$ cat src/rtl/lin_tx_pkg.sv
package lin_tx_pkg;

  localparam int BRK_BASE = 13;

  typedef enum logic [1:0] {
    ST_IDLE = 2'd0,
    ST_BRK  = 2'd1,
    ST_FRM  = 2'd2
  } tx_state_e;

  // Bit periods of a break for a given length code.
  function automatic int brk_periods(input int code);
    return BRK_BASE + code;
  endfunction

  // Bit periods of one data frame: start + data + stop.
  function automatic int frame_periods(input int data_w);
    return data_w + 2;
  endfunction

  // Longest field the bit counter must cover.
  function automatic int field_span(input int len_w, input int data_w);
    int b;
    int f;
    b = brk_periods((1 << len_w) - 1);
    f = frame_periods(data_w);
    return (b > f) ? b : f;
  endfunction

endpackage

$ cat src/rtl/lin_tx_req.sv
module lin_tx_req #(
  parameter int DATA_W = 8
) (
  input  logic              clk,
  input  logic              rst_n,
  input  logic              clr,
  input  logic              accept,
  input  logic              wr_valid,
  input  logic [DATA_W-1:0] wr_data,
  input  logic              brk_set,
  input  logic              take_byte,
  input  logic              brk_done,
  output logic              byte_full,
  output logic [DATA_W-1:0] byte_data,
  output logic              brk_pend
);

  always_ff @(posedge clk) begin
    if (!rst_n || clr) begin
      byte_full <= 1'b0;
      byte_data <= '0;
    end else if (accept && wr_valid) begin
      byte_full <= 1'b1;
      byte_data <= wr_data;
    end else if (take_byte) begin
      byte_full <= 1'b0;
    end
  end

  always_ff @(posedge clk) begin
    if (!rst_n || clr) begin
      brk_pend <= 1'b0;
    end else if (brk_done) begin
      brk_pend <= 1'b0;
    end else if (accept && brk_set) begin
      brk_pend <= 1'b1;
    end
  end

endmodule

$ cat src/rtl/lin_tx_ticker.sv
module lin_tx_ticker #(
  parameter int CNT_W = 5
) (
  input  logic             clk,
  input  logic             rst_n,
  input  logic             clr,
  input  logic             start,
  input  logic             active,
  input  logic             tick,
  input  logic [CNT_W-1:0] limit,
  output logic             last
);

  logic [CNT_W-1:0] cnt;

  assign last = active && tick && (cnt == limit - CNT_W'(1));

  always_ff @(posedge clk) begin
    if (!rst_n || clr || start || last) begin
      cnt <= '0;
    end else if (active && tick) begin
      cnt <= cnt + CNT_W'(1);
    end
  end

endmodule

$ cat src/rtl/lin_tx_fsm.sv
module lin_tx_fsm
  import lin_tx_pkg::*;
#(
  parameter int DATA_W = 8,
  parameter int LEN_W  = 3,
  parameter int CNT_W  = 5
) (
  input  logic              clk,
  input  logic              rst_n,
  input  logic              clr,
  input  logic              run,
  input  logic              tick,
  input  logic              brk_pend,
  input  logic              byte_full,
  input  logic [DATA_W-1:0] byte_data,
  input  logic [LEN_W-1:0]  brk_len,
  input  logic              field_end,
  output tx_state_e         state,
  output logic              start_brk,
  output logic              start_frm,
  output logic [CNT_W-1:0]  limit,
  output logic              txd,
  output logic              done_irq
);

  localparam int REM_W = DATA_W + 1;

  logic [REM_W-1:0] rem;
  logic             idle_slot;

  assign idle_slot = (state == ST_IDLE) && run && tick;
  assign start_brk = idle_slot && brk_pend;
  assign start_frm = idle_slot && !brk_pend && byte_full;

  always_ff @(posedge clk) begin
    if (!rst_n || clr) begin
      state    <= ST_IDLE;
      rem      <= '1;
      limit    <= '0;
      txd      <= 1'b1;
      done_irq <= 1'b0;
    end else begin
      done_irq <= field_end;
      if (start_brk) begin
        state <= ST_BRK;
        limit <= CNT_W'(brk_periods(int'(brk_len)));
        txd   <= 1'b0;
      end else if (start_frm) begin
        state <= ST_FRM;
        limit <= CNT_W'(frame_periods(DATA_W));
        rem   <= {1'b1, byte_data};
        txd   <= 1'b0;
      end else if (field_end) begin
        state <= ST_IDLE;
        txd   <= 1'b1;
      end else if ((state == ST_FRM) && tick) begin
        txd <= rem[0];
        rem <= {1'b1, rem[REM_W-1:1]};
      end
    end
  end

endmodule

$ cat src/rtl/lin_brk_tx.sv
module lin_brk_tx
  import lin_tx_pkg::*;
#(
  parameter int DATA_W = 8,
  parameter int LEN_W  = 3
) (
  input  logic              clk,
  input  logic              rst_n,
  input  logic              pwr_en,
  input  logic              tx_en,
  input  logic              brk_start,
  input  logic [LEN_W-1:0]  brk_len,
  input  logic              wr_valid,
  input  logic [DATA_W-1:0] wr_data,
  input  logic              baud_tick,
  output logic              txd,
  output logic              busy,
  output logic              brk_pend,
  output logic              done_irq
);

  localparam int CNT_W = $clog2(field_span(LEN_W, DATA_W) + 1);

  tx_state_e         state;
  logic              clr;
  logic              run;
  logic              start_brk;
  logic              start_frm;
  logic              field_end;
  logic              brk_done;
  logic              brk_active;
  logic              frm_active;
  logic              byte_full;
  logic [DATA_W-1:0] byte_data;
  logic [CNT_W-1:0]  limit;

  assign clr        = !pwr_en;
  assign run        = pwr_en && tx_en;
  assign brk_active = (state == ST_BRK);
  assign frm_active = (state == ST_FRM);
  assign busy       = brk_active || frm_active;
  assign brk_done   = field_end && brk_active;

  lin_tx_req #(.DATA_W(DATA_W)) u_req (
    .clk       (clk),
    .rst_n     (rst_n),
    .clr       (clr),
    .accept    (run),
    .wr_valid  (wr_valid),
    .wr_data   (wr_data),
    .brk_set   (brk_start),
    .take_byte (start_frm),
    .brk_done  (brk_done),
    .byte_full (byte_full),
    .byte_data (byte_data),
    .brk_pend  (brk_pend)
  );

  lin_tx_ticker #(.CNT_W(CNT_W)) u_tick (
    .clk    (clk),
    .rst_n  (rst_n),
    .clr    (clr),
    .start  (start_brk || start_frm),
    .active (busy),
    .tick   (baud_tick),
    .limit  (limit),
    .last   (field_end)
  );

  lin_tx_fsm #(.DATA_W(DATA_W), .LEN_W(LEN_W), .CNT_W(CNT_W)) u_fsm (
    .clk       (clk),
    .rst_n     (rst_n),
    .clr       (clr),
    .run       (run),
    .tick      (baud_tick),
    .brk_pend  (brk_pend),
    .byte_full (byte_full),
    .byte_data (byte_data),
    .brk_len   (brk_len),
    .field_end (field_end),
    .state     (state),
    .start_brk (start_brk),
    .start_frm (start_frm),
    .limit     (limit),
    .txd       (txd),
    .done_irq  (done_irq)
  );

endmodule

$ cat config.mk
export PLATFORM = sky130hd
export DESIGN_NAME = lin_brk_tx
export DESIGN_NICKNAME = d
export VERILOG_FILES = /design/src/rtl/lin_tx_pkg.sv /design/src/rtl/lin_tx_req.sv /design/src/rtl/lin_tx_ticker.sv /design/src/rtl/lin_tx_fsm.sv /design/src/rtl/lin_brk_tx.sv
export SDC_FILE = /design/constraint.sdc
export NUM_CORES = 1
export LEC_CHECK = 0
export CAP_MARGIN = 20
export CORE_AREA = 2 2 57 59
export DETAILED_ROUTE_END_ITERATION = 7
export DIE_AREA = 0 0 59 61
export HOLD_SLACK_MARGIN = 0.15
export PLACE_DENSITY = 0.91
export SLEW_MARGIN = 20
export SYNTH_ARGS = -nofsm -noshare
export SYNTH_HDL_FRONTEND = slang
export SYNTH_HIERARCHICAL = 1
export SYNTH_SLANG_ARGS = --single-unit
$ cat constraint.sdc
create_clock -name clk -period 4.7 [get_ports clk]
set_input_delay 0.94 -clock clk [delete_from_list [all_inputs] [get_ports clk]]
set_output_delay 0.94 -clock clk [all_outputs]
set_load 0.05 [all_outputs]
==> Flow_metrics.wiki, run 1 <==
{| class="wikitable"
! Metric !! Value
|-
| Overall power of the completed layout || 0.478 mW
|-
| Netlist cell types || 43
|-
| Total of buffers placed on input and output ports || 21
|-
| Number of max-cap violations || 0
|-
| Setup-violating endpoint count in the final report || 0
|-
| Worst R2R Setup Slack || 2.00 ns
|-
| Capturing point of the worst reg2reg path || u_fsm/rem[7]
|-
| Starting utilization of the core area || 56.7%
|-
| Post-synth top cells || sky130_fd_sc_hd__dfxtp_1 (32), sky130_fd_sc_hd__a21oi_1 (18), sky130_fd_sc_hd__inv_1 (9), sky130_fd_sc_hd__mux2i_1 (9), sky130_fd_sc_hd__nand3_1 (9)
|-
| Buffer depth of the longest clock path || 2
|-
| Routed wire length || 3340 µm
|-
| Number of clock buffers inserted by TritonCTS || 5
|-
| Endpoint of the worst hold-timing path || u_fsm/rem[4]
|-
| Placer congestion estimate || 0.803
|-
| Most frequently used flop master after synthesis || sky130_fd_sc_hd__dfxtp_1
|-
| Total overflow reported by the global router || 0
|-
| Cell leakage power || 0.691 nW
|-
| Floorplan die height || 61 µm
|-
| Avg Synthesized Cell Area || 9.84 µm²
|-
| Final Hold Fails || 0
|-
| Maximum level of the CTS H-tree || 2
|-
| Via count || 1302
|-
| Cell area after technology mapping || 1670 µm²
|-
| Total core area || 2950 µm²
|-
| Worst hold slack || 0.523 ns
|-
| Number of clock sinks seen by CTS || 32
|-
| Largest net degree at the start of global routing || 21
|-
| Setup slack after layout || 1.63 ns
|-
| Combined global-route utilization of all metal layers || 21.8%
|-
| Post-route fraction of the period consumed by the critical path || 65.4%
|-
| DIE AREA || 3600 µm²
|-
| Cell type with the largest total area after synthesis || sky130_fd_sc_hd__dfxtp_1
|-
| Worst vdd ir || 0.000141 V
|-
| Final routed wire length divided by cell count || 15.1 µm
|-
| Post-Syn Nets || 193
|-
| Post-cts hold buffer count || 0
|-
| Fmax || 326 MHz
|-
| Total iterations of the first detailed-routing run || 4
|-
| Critical path class || input port to register
|-
| Via count of the first global-routing pass || 1289
|-
| Maximum fanout along the worst path || 11
|-
| Met2 Resource Use GR || 39.0%
|-
| Antenna violations before repair || 0
|-
| Required @ worst endpoint || 4.90 ns
|-
| Pwr Density || 252 nW/µm²
|-
| Buffer cell driving the clock tree root || sky130_fd_sc_hd__clkbuf_4
|-
| Nature of the critical path endpoint || register
|-
| Path category of the worst min-delay check || register to register
|-
| Number of fillers in the final layout || 244
|-
| Max Slew Vio Count || 0
|-
| # rows || 20
|-
| Run status || finished, final reports clean
|-
| Worst hold path cell count || 2
|-
| Clk_lat worst skew || 0.33 ns
|-
| Ys Warns || 6
|-
| Area delta synth->final || 13.5%
|-
| Area share of the largest cell type after synthesis || 38.3%
|-
| Kind of launch point of the worst setup path || input port
|-
| Most instantiated library cell after synthesis || sky130_fd_sc_hd__dfxtp_1
|-
| Reg-to-reg critical path startpoint || u_fsm/state[1]
|-
| Number of design-rule violations left by the first detailed-router iteration || 27
|-
| Unrepaired setup endpoints after global routing || no
|-
| Minimum setup slack after placement || 1.32 ns
|-
| Share of layout cells above drive strength 1 || 14.9%
|-
| Count of cells along the worst register-to-register path || 9
|-
| Final ANT Viol Nets || 0
|-
| Detailed-route vias per instance || 5.89
|-
| Number of diodes || 0
|-
| Part of the Yosys area used for sequential elements || 38.3%
|-
| Clk slew on worst S/H paths || 0.10 ns
|-
| #FFs+latches synth || 32
|-
| Dominant cells by area after synthesis || sky130_fd_sc_hd__dfxtp_1 (38%), sky130_fd_sc_hd__a21oi_1 (5.4%), sky130_fd_sc_hd__mux2i_1 (5.4%)
|-
| Setup TNS || 0 ns
|-
| Post-layout net count || 210
|-
| Gate count of the mapped netlist || 170
|-
| Met1 Track Usage GR || 23.4%
|-
| Data arrival time of the worst path || 3.27 ns
|-
| Post-route DRC || 0
|-
| # resized after CTS || 0
|-
| Horizontal die dimension || 59 µm
|-
| Worst-Margin Slew || 0.683 ns
|-
| Final HPWL DP || 2460 µm
|-
| Total area of sequential cells || 641 µm²
|-
| Setup skew after layout || 0.00806 ns
|-
| Synth async-reset ratio || 0%
|-
| Total I/O pin count || 22
|-
| Post-synth EDFFs || 0
|-
| Startpoint of the worst hold path || u_req/byte_data[4]
|-
| Slew HR || 54.5%
|-
| TritonCTS clock tree || yes
|-
| Global-route wire length before repair || 5690 µm
|-
| GR peak layer || met2
|-
| Postcts setup bufs || 0
|-
| Global Route met3 Usage || 5.33%
|-
| Area occupied by multi-input gates || 915 µm²
|-
| Final critical path time including I/O delays and setup || 3.07 ns
|}
## stage by stage
step           std cells  utilization (%)  area [µm²]
5_1_grt              221             64.3        1900
6_report             221             64.3        1900
3_5_place_dp         213             62.3        1840
3_3_place_gp         213             62.3        1840
4_1_cts              221             64.3        1900
2_1_floorplan        170                -        1670
## how the worst max path moves through the flow
stage	startpoint	end	slack (ns)	cells after the start
6_report	baud_tick	u_fsm/rem[7]	1.63	7
5_1_grt	baud_tick	u_fsm/rem[7]	1.50	7
4_1_cts	baud_tick	u_fsm/rem[7]	1.70	7
3_5_place_dp	baud_tick	u_fsm/rem[7]	1.32	7
3_3_place_gp	baud_tick	u_fsm/rem[7]	1.46	7
2_1_floorplan	u_fsm/state[1]	u_fsm/rem[7]	2.02	11
## cell families (layout without fill, tap and decap cells)
logic type | after synthesis | after routing | share of synthesized area [%]
AOI/OAI and AO/OA | 38 | 38 | 18.0
xor gates and xnor gates | 12 | 12 | 6.28
adders and majority gates | 5 | 5 | 3.74
buffers and inverters | 20 | 38 | 7.03
DFF | 32 | 32 | 38.3
muxes | 9 | 9 | 5.39
and+or+nand+nor | 54 | 54 | 21.3
## layout by cell type (no fill, tap or decap), types with 2 or more instances in the layout
cell type / instances
sky130_fd_sc_hd__dfxtp_1: 32
sky130_fd_sc_hd__clkdlybuf4s50_1: 21
sky130_fd_sc_hd__a21oi_1: 18
sky130_fd_sc_hd__inv_1: 9
sky130_fd_sc_hd__mux2i_1: 9
sky130_fd_sc_hd__nand3_1: 9
sky130_fd_sc_hd__nor4_1: 7
sky130_fd_sc_hd__nor3_1: 7
sky130_fd_sc_hd__a21bo_2: 7
sky130_fd_sc_hd__xnor2_1: 7
sky130_fd_sc_hd__ha_1: 5
sky130_fd_sc_hd__clkbuf_4: 5
sky130_fd_sc_hd__nand2_1: 5
sky130_fd_sc_hd__xor2_1: 5
sky130_fd_sc_hd__and2_1: 4
sky130_fd_sc_hd__nand2b_1: 4
sky130_fd_sc_hd__o32ai_2: 3
sky130_fd_sc_hd__clkbuf_1: 2
sky130_fd_sc_hd__nor2_1: 2
sky130_fd_sc_hd__nor2b_1: 2
sky130_fd_sc_hd__a21oi_2: 2
sky130_fd_sc_hd__o221a_2: 2
sky130_fd_sc_hd__nand4_1: 2
## routing by layer
metal / vias to the layer above / wire length (µm) / share of wire [%]
met5: - / 0 / 0
met3: 7 / 194 / 5.8
met2: 40 / 1770 / 53
met1: 616 / 1300 / 39
met4: 0 / 72 / 2.2
li1: 639 / - / -
## sequential cells by signal, summed over array words and instances (netlist names)
name / cells
u_req/byte_full: 1
u_tick/cnt: 5
u_req/brk_pend: 1
u_fsm/done_irq: 1
u_fsm/state: 2
u_fsm/limit: 5
u_req/byte_data: 8
u_fsm/txd: 1
u_fsm/rem: 8
## final cells by class
| class | count | share of cell area (%) |
|---|---|---|
| inverter | 9 | 1.78 |
| tap | 33 | 2.17 |
| timing repair buffer | 21 | 11.1 |
| multi-input combinational | 118 | 48.2 |
| clock buffer | 8 | 3.10 |
| sequential | 32 | 33.7 |
## power by group
group | switching, mW | total [mW] | internal [mW] | leakage [nW]
registers | 0.00143 | 0.274 | 0.273 | 0.258
logic | 0.0208 | 0.0406 | 0.0198 | 0.400
clock network | 0.0895 | 0.163 | 0.0737 | 0.0326
## worst max-delay path: stages
cell and delay, ns:
sky130_fd_sc_hd__clkdlybuf4s50_1 0.55, sky130_fd_sc_hd__and2_1 0.30, sky130_fd_sc_hd__nand3_1 0.20, sky130_fd_sc_hd__nor4_4 0.57, sky130_fd_sc_hd__and4bb_2 0.39, sky130_fd_sc_hd__a211oi_1 0.24
sky130_fd_sc_hd__o21ai_1 0.08
Note: power is estimated with default switching activity, not from simulation.
==> run 2: changes to the inputs <==
--- a/config.mk
+++ b/config.mk
@@ -6,11 +6,11 @@
 export NUM_CORES = 1
 export LEC_CHECK = 0
 export CAP_MARGIN = 20
-export CORE_AREA = 2 2 57 59
+export CORE_AREA = 2 2 62 64
 export DETAILED_ROUTE_END_ITERATION = 7
-export DIE_AREA = 0 0 59 61
+export DIE_AREA = 0 0 64 66
 export HOLD_SLACK_MARGIN = 0.15
-export PLACE_DENSITY = 0.91
+export PLACE_DENSITY = 0.83
 export SLEW_MARGIN = 20
 export SYNTH_ARGS = -nofsm -noshare
 export SYNTH_HDL_FRONTEND = slang
==> constraint.sdc (replaced) <==
create_clock -name clk -period 2.5 [get_ports clk]
set_input_delay 0.5 -clock clk [delete_from_list [all_inputs] [get_ports clk]]
set_output_delay 0.5 -clock clk [all_outputs]
set_load 0.05 [all_outputs]
==> run 2 against run 1 <==
  * Hold slack worse by 0.0059 ns
  * Global-route usage decreased by 5.0 points
  * Critical path depth down 4
  * Core utilization down 8.5 points
  * Cell count up 9.5%
  * Combinational power grew 94%
  * Die area grew 17%
  * Critical endpoint is now busy
==> Flow_metrics.wiki, run 2 (same netlist as run 1, synthesis figures left out) <==
{| class="wikitable"
! Metric !! Value
|-
| Global-route wire length before repair || 5550 µm (was 5690 µm)
|-
| Buffer cell driving the clock tree root || sky130_fd_sc_hd__clkbuf_4 (unchanged)
|-
| Via count || 1260 (was 1302)
|-
| Post-route DRC || 0 (unchanged)
|-
| Final routed wire length divided by cell count || 12.5 µm (was 15.1 µm)
|-
| Post-route fraction of the period consumed by the critical path || 95.9%
|-
| Routed wire length || 3030 µm (was 3340 µm)
|-
| Share of layout cells above drive strength 1 || 19.1% (was 14.9%)
|-
| Area delta synth->final || 18.4% (was 13.5%)
|-
| Slew HR || 62.9% (was 54.5%)
|-
| TritonCTS clock tree || yes (unchanged)
|-
| Commonest cells after routing, fill and taps aside || sky130_fd_sc_hd__dfxtp_1 (32), sky130_fd_sc_hd__clkdlybuf4s50_1 (21), sky130_fd_sc_hd__a21oi_1 (18) (unchanged)
|-
| Maximum level of the CTS H-tree || 2 (unchanged)
|-
| Path category of the worst min-delay check || register to register (unchanged)
|-
| Final ANT Viol Nets || 0 (unchanged)
|-
| Via count of the first global-routing pass || 1194 (was 1289)
|-
| Data arrival time of the worst path || 1.90 ns (was 3.27 ns)
|-
| Combined global-route utilization of all metal layers || 16.8% (was 21.8%)
|-
| Horizontal die dimension || 64 µm (was 59 µm)
|-
| Postcts setup bufs || 0 (unchanged)
|-
| Final critical path time including I/O delays and setup || 2.40 ns
|-
| Setup slack after layout || 0.103 ns (was 1.63 ns)
|-
| Detailed-route vias per instance || 5.21 (was 5.89)
|-
| Unrepaired setup endpoints after global routing || no (unchanged)
|-
| Layout Utilization || 55.8% (was 64.3%)
|-
| Final HPWL DP || 2270 µm (was 2460 µm)
|-
| Buffer depth of the longest clock path || 2 (unchanged)
|-
| Most common cell after layout, fill and taps aside || sky130_fd_sc_hd__dfxtp_1 (unchanged)
|-
| Total of buffers placed on input and output ports || 21 (unchanged)
|-
| Slowest-stage cell, CP || sky130_fd_sc_hd__clkdlybuf4s50_1 (was sky130_fd_sc_hd__nor4_4)
|-
| Final Hold Fails || 0 (unchanged)
|-
| Total core area || 3550 µm² (was 2950 µm²)
|-
| Total iterations of the first detailed-routing run || 4 (unchanged)
|-
| Setup skew after layout || 0.00261 ns (was 0.00806 ns)
|-
| Area occupied by multi-input gates || 915 µm² (unchanged)
|-
| Worst-Margin Slew || 0.554 ns (was 0.683 ns)
|-
| Setup TNS || 0 ns (unchanged)
|-
| Registers with the most flip-flops || u_fsm/rem: 8 flops, u_req/byte_data: 8 flops (unchanged)
|-
| Setup-violating endpoint count in the final report || 0 (unchanged)
|-
| Clk_lat worst skew || 0.33 ns (about the same)
|-
| Post-cts hold buffer count || 0 (unchanged)
|-
| Antenna violations before repair || 0 (unchanged)
|-
| Total overflow reported by the global router || 0 (unchanged)
|-
| Max Slew Vio Count || 0 (unchanged)
|-
| Total area of sequential cells || 641 µm² (unchanged)
|-
| Number of diodes || 0 (unchanged)
|-
| Post-layout net count || 217 (was 210)
|-
| Critical path class || register to output pin (was input port to register)
|-
| Placer congestion estimate || 0.733 (was 0.803)
|-
| Required @ worst endpoint || 2.00 ns (was 4.90 ns)
|-
| Clk slew on worst S/H paths || 0.09 ns (was 0.10 ns)
|-
| Number of max-cap violations || 0 (unchanged)
|-
| Kind of launch point of the worst setup path || register (was input port)
|-
| DIE AREA || 4220 µm² (was 3600 µm²)
|-
| Fmax || 417 MHz
|-
| Pwr Density || 467 nW/µm² (was 252 nW/µm²)
|-
| Starting utilization of the core area || 47.1% (was 56.7%)
|-
| Nature of the critical path endpoint || output pin (was register)
|-
| Critical path's largest stage delay || 0.79 ns (was 0.57 ns)
|-
| Worst vdd ir || 0.000390 V (was 0.000141 V)
|-
| Run status || finished, final reports clean (unchanged)
|-
| Floorplan die height || 66 µm (was 61 µm)
|-
| Largest net degree at the start of global routing || 18 (was 21)
|-
| Number of clock buffers inserted by TritonCTS || 5 (unchanged)
|-
| Instance area after placement || 1920 µm² (was 1840 µm²)
|-
| Cell leakage power || 0.720 nW (was 0.691 nW)
|-
| Number of clock sinks seen by CTS || 32 (unchanged)
|-
| Number of fillers in the final layout || 334 (was 244)
|-
| Maximum fanout along the worst path || 6 (was 11)
|-
| Critical-path cell list || ha_1 > clkinvlp_4 > clkdlybuf4s50_1 (was clkdlybuf4s50_1 > and2_1 > nand3_1 > nor4_4 > and4bb_2 > a211oi_1 > o21ai_1)
|-
| Total I/O pin count || 22 (unchanged)
|-
| Minimum setup slack after placement || -0.00767 ns (was 1.32 ns)
|-
| # resized after CTS || 0 (unchanged)
|-
| # rows || 22 (was 20)
|-
| Number of design-rule violations left by the first detailed-router iteration || 36 (was 27)
|-
| Layout Cell Area excl Fill || 1980 µm² (was 1900 µm²)
|}
-- run 2: final timing paths --
| kind | from | to | slack, ns | cells after the start |
|---|---|---|---|---|
| setup / recovery | u_fsm/state[0] | busy | 0.10 | 3 |
| hold / removal | u_req/byte_data[2] | u_fsm/rem[2] | 0.52 | 2 |
| setup reg to reg | u_fsm/limit[0] | u_fsm/rem[7] | 0.38 | 8 |
| hold reg to reg | u_req/byte_data[2] | u_fsm/rem[2] | 0.52 | 2 |
-- run 2: worst max-delay path, delay by kind of cell (launching register included) --
family / cells / cell delay [ns]
buffers and inverters: 2 / 0.87
flip-flops: 1 / 0.36
adder cells (fa/ha/maj): 1 / 0.34
-- run 2: layout make-up --
cell class | count | share of cell area [%]
clock buffers | 7 | 3.28
multi-input cells | 118 | 46.2
repair buffers | 28 | 13.3
flip-flops and latches | 32 | 32.3
well taps | 48 | 3.03
inverters | 9 | 1.90
-- run 2: stage by stage --
stage,hold WS [ns],cells,power (mW)
5_1_grt,0.558,242,0.968
3_3_place_gp,0.478,235,0.605
3_5_place_dp,0.490,235,0.606
2_1_floorplan,0.466,170,0.573
6_report,0.517,242,0.925
4_1_cts,0.519,242,0.934
-- run 2: layer usage --
layer | vias to the layer above | wire, µm | global-route usage, %
met5 | - | 0 | 0
met4 | 0 | 44 | 5.71
met3 | 5 | 128 | 4.77
met2 | 25 | 1330 | 25.1
met1 | 573 | 1530 | 23.2
li1 | 657 | - | -
-- run 2: report_power, final --
part	total, mW	internal, mW	switching, mW
registers	0.515	0.512	0.00267
clock network	0.331	0.159	0.171
logic	0.0789	0.0401	0.0387
total	0.925	0.712	0.213
